File: config.mk
export PLATFORM = sky130hd
export DESIGN_NAME = bafc_space_dec
export DESIGN_NICKNAME = d
export VERILOG_FILES = /design/src/rtl/bafc_pkg.sv /design/src/rtl/bafc_space_dec.sv
export SDC_FILE = /design/constraint.sdc
export NUM_CORES = 1
export LEC_CHECK = 0
export CAP_MARGIN = 20
export CORE_AREA = 10 10 47 49
export DETAILED_ROUTE_END_ITERATION = 8
export DIE_AREA = 0 0 57 59
export GPL_ROUTABILITY_DRIVEN = 0
export PLACE_DENSITY_LB_ADDON = 0.3
export SLEW_MARGIN = 20
export SYNTH_ARGS = -nofsm -noshare
export SYNTH_HDL_FRONTEND = slang
export SYNTH_SLANG_ARGS = --single-unit
File: constraint.sdc
create_clock -name vclk -period 1.2
set_clock_uncertainty 0.1 [all_clocks]
set_input_delay 0.24 -clock vclk [all_inputs]
set_output_delay 0.24 -clock vclk [all_outputs]
set_load 0.03 [all_outputs]
File: src/rtl/bafc_pkg.sv
package bafc_pkg;
  typedef enum logic [1:0] {SZ_BYTE = 2'd0, SZ_WORD = 2'd1, SZ_LONG = 2'd2, SZ_RSVD = 2'd3} acc_size_e;
  typedef enum logic [1:0] {MST_CPU = 2'd0, MST_DMA = 2'd1, MST_EDMA = 2'd2, MST_RSVD = 2'd3} bus_master_e;

  typedef struct packed {
    logic periph;
    logic p_nolong;
    logic p_nobyte;
    logic purge;
    logic aarr;
    logic darr;
    logic mset;
  } space_hits_t;
endpackage

File: src/rtl/bafc_space_dec.sv
module bafc_space_dec
  import bafc_pkg::*;
#(
  parameter int          AW           = 32,
  parameter logic [31:0] PURGE_BASE   = 32'h4000_0000,
  parameter logic [31:0] PURGE_MASK   = 32'hE000_0000,
  parameter logic [31:0] AARR_BASE    = 32'h6000_0000,
  parameter logic [31:0] AARR_MASK    = 32'hE000_0000,
  parameter logic [31:0] DARR_BASE    = 32'hC000_0000,
  parameter logic [31:0] DARR_MASK    = 32'hF000_0000,
  parameter logic [31:0] MSET_BASE    = 32'hFFFE_0000,
  parameter logic [31:0] MSET_MASK    = 32'hFFFF_0000,
  parameter logic [31:0] PERIPH_BASE  = 32'hFFFF_0000,
  parameter int          PG_LSB       = 8,
  parameter logic [7:0]  NOLONG_PAGE  = 8'hFE,
  parameter logic [7:0]  LOBYTE_LAST  = 8'hF0,
  parameter logic [7:0]  HIBYTE_PAGE  = 8'hFF
) (
  input  logic [AW-1:0] addr,
  output space_hits_t   hits
);
  localparam int NWIN   = 4;
  localparam int PG_MSB = PG_LSB + 7;
  localparam int OFF_W  = PG_MSB + 1;
  localparam logic [AW-1:0] PERIPH_MASK = {{(AW-OFF_W){1'b1}}, {OFF_W{1'b0}}};
  localparam logic [AW-1:0] WBASE [NWIN] = '{PURGE_BASE, AARR_BASE, DARR_BASE, MSET_BASE};
  localparam logic [AW-1:0] WMASK [NWIN] = '{PURGE_MASK, AARR_MASK, DARR_MASK, MSET_MASK};

  logic [NWIN-1:0] win;
  logic            in_periph;
  logic [7:0]      page;

  for (genvar i = 0; i < NWIN; i++) begin : g_win
    assign win[i] = ((addr ^ WBASE[i]) & WMASK[i]) == '0;
  end

  assign in_periph = ((addr ^ PERIPH_BASE) & PERIPH_MASK) == '0;
  assign page      = addr[PG_MSB:PG_LSB];

  always_comb begin
    hits          = '0;
    hits.purge    = win[0];
    hits.aarr     = win[1];
    hits.darr     = win[2];
    hits.mset     = win[3];
    hits.periph   = in_periph;
    hits.p_nolong = in_periph && (page == NOLONG_PAGE);
    hits.p_nobyte = in_periph && ((page <= LOBYTE_LAST) || (page == HIBYTE_PAGE));
  end

  always_comb begin
    assert (!(hits.p_nolong && hits.p_nobyte)) else $error("AST_WINDOWS_DISJOINT");
  end
endmodule

Word level (Yosys, flattened, before mapping) --
Index checks and enable logic that the tools add are counted.
Operators by class: order comparisons 1, equality and inequality tests 2, bitwise operators 5, reductions and logical operators 8
Operators by type and width (number):
- logical NOT 32 bit | 5
- == test 8 bit, second input constant | 2
- inverter 16 bit | 1
- inverter 15 bit | 1
- less-or-equal comparator 8 bit, second input constant | 1
- inverter 2 bit | 2
- logical AND 1 bit | 2
- logical OR 1 bit | 1
- inverter 1 bit | 1
Storage, ports and cells: bits in registers 0, input bits 32, output and inout port bits 7, logic and storage cells 16

Longest topological paths before layout --
depth after elaboration 3, depth in mapped cells 3

Least setup slack after synthesis --
Ideal clock, no wire load.
kind input to output, start point in addr[19], end point out hits[0] (netlist name), arrival time 1378 ps, data required time 860 ps, setup slack -518 ps, stages 2, cells stage by stage nand4_2 -> nor4_1
RTL lines:
- start: declaration | RTL line bafc_space_dec.sv:19 | input logic [AW-1:0] addr,
- end: declaration | RTL line bafc_space_dec.sv:20 | output space_hits_t hits

==> out/metrics.yaml <==
crit_slowest_cell: "nor4_4"
die_w_um: 57
crit_family: "simple AND/OR/NAND/NOR gates"
ir_drop_mv: 0.0937
crit_cells: 5
placementRows: 14
drtIter0Drc: 2
crit_path_cell_trace: "buf_8, nand4_4, nor4_4, and4bb_2, buf_6"
sequential_cell_total: 0
synth_top_area_share: 0.148
synth_area_um2: 169
initial_core_util: 0.121
finish.utilization: 0.446
design_area_um2: 624
outcome: "finished, violations left"
cpPeakStageDelay_ns: 0.32
dieArea_um2: 3360
grt_usage: 0.0553
critPathLaunchType: "input port"
dr.pass1.iters: 2
critical_path_required_ns: 0.86
yosysTopAreaCell: "nand4_2"
rsz0062_at_grt: "yes"
numPlacedInstances: 69
path_class: "input port to primary output"
p_sw_mw: 0.0526
p_int_mw: 0.0933
ant_nets: 0
port_buffers: 31
vias: 324
max_freq_ghz: 0.674
setup.worst_path.end_class: "primary output"
hold_ws_ns: 0.746
synthesis.nets: 50
p_comb_frac: 1.000
diodes: 0
p_sw_frac: 0.360
hold_buffers: 0
power.density_nw_per_um2: 234
violations: "setup timing"
routed_wl_um: 1110
syn-instance-count: 18
arrival_ns: 1.14
wl_per_cell_um: 15.4
yosys_warnings: 0
crit_start: "addr[28]"
synth.cells.most_frequent: "nand4_1 (2), nand4_2 (2), nor4_1 (2)"
ys_top_cells_by_area: "nand4_2 (15%), nand4_4 (13%), nor4_4 (13%)"
core_um2: 1400
synth.avg_cell_area_um2: 9.38
path_buf_inv: 2
leakagePower_nw: 0.284
grt_max_degree: 4
seq_area_frac_synth: 0
maxCapViolCount: 0
grt_pass1_wl_um: 1590
finalSetupTns_ns: -0.870
finalCritPeriodShare: 1.24
layout-drive-gt1-share: 0.768
ioPinCount: 39
p_seq_frac: 0
finalMaxSlewViolations: 0
antenna_found_initial: 0
place_area_um2: 534
die_h_um: 59
synth_cell_types: 15
clkbuf_count: 0
fin_ws_ns: -0.283
syn2layout_area_growth_pct: 270
tightestPinTransition_ns: 0.242
vias_per_cell: 4.50
final_cells: 72
gr-total-overflow: 0
pwr-share-clk: 0
route.detailed.drc: 0
pre_cts_ws_ns: -0.759
critPathCapture: "hits[5]"
fin_total_pwr_mw: 0.146
grt_pass1_vias: 345
setup_violations: 5
period_minus_slack_ns: 1.48
worstHoldStart: "addr[29]"
hold_path_class: "input port to primary output"
fin_nets: 90
slew_headroom: 0.837
regArea_um2: 0
cp_max_fo: 3
finalHoldViolCount: 0
==> layer usage <==
layer | part of all wire | vias to the layer above | global-route usage
li1 | - | 157 | -
met2 | 0.56 | 16 | 0.105
met4 | 0 | 0 | 0
met3 | 0.067 | 0 | 0.0150
met5 | 0 | - | 0
met1 | 0.38 | 151 | 0.0630
==> layout by cell type (no fill, tap or decap), drive strengths merged <==
cell type,Yosys,layout
nand4b,1,1
nor4,3,3
clkdlybuf4s15,0,1
nor2b,1,1
a211oi,1,1
nor3b,1,1
nor2,1,1
nand2,1,1
nand4,5,5
and3,1,1
and4bb,2,2
buf,1,31
dlygate4sd2,0,7
==> worst min path at each step <==
stage / end / slack (ns) / cells past startpoint
6_report: hits[3] / 0.75 / 4
5_1_grt: hits[3] / 0.76 / 4
4_1_cts: hits[3] / 0.74 / 4
3_5_place_dp: hits[6] / 1.11 / 4
3_3_place_gp: hits[6] / 1.11 / 4
2_1_floorplan: hits[3] / 0.45 / 1
==> tightest hold or removal path: cells and delay by family <==
family / cells / cell delay [ns]
buf+inv: 3 / 0.33
simple gates: 1 / 0.03
==> power by group through the flow <==
stage | Combinational (mW) | Clock (mW) | Sequential, mW
5_1_grt | 0.154 | 0 | 0
6_report | 0.146 | 0 | 0
2_1_floorplan | 0.0251 | 0 | 0
3_5_place_dp | 0.133 | 0 | 0
3_3_place_gp | 0.133 | 0 | 0
4_1_cts | 0.131 | 0 | 0
==> what timing repair did <==
action | 4_1_cts | 5_1_grt
endpoints found under the setup margin | 7 | 5
buffers inserted | 2 | 2
cloned | 0 | 0
pin swaps | 11 | 8
gates resized for setup | 87 | 14
==> layout make-up <==
type	count	area (um^2)
fill	143	777
multi-input combinational	17	218
tap	16	20.0
timing repair buffer	39	387
==> logic make-up after synthesis <==
group | after synthesis | synth area share
AO/OA/AOI/OAI | 1 | 0.0445
buffers and inverters | 1 | 0.0445
AND/OR/NAND/NOR | 16 | 0.911
No activity file was read; power rests on OpenSTA's default activity.
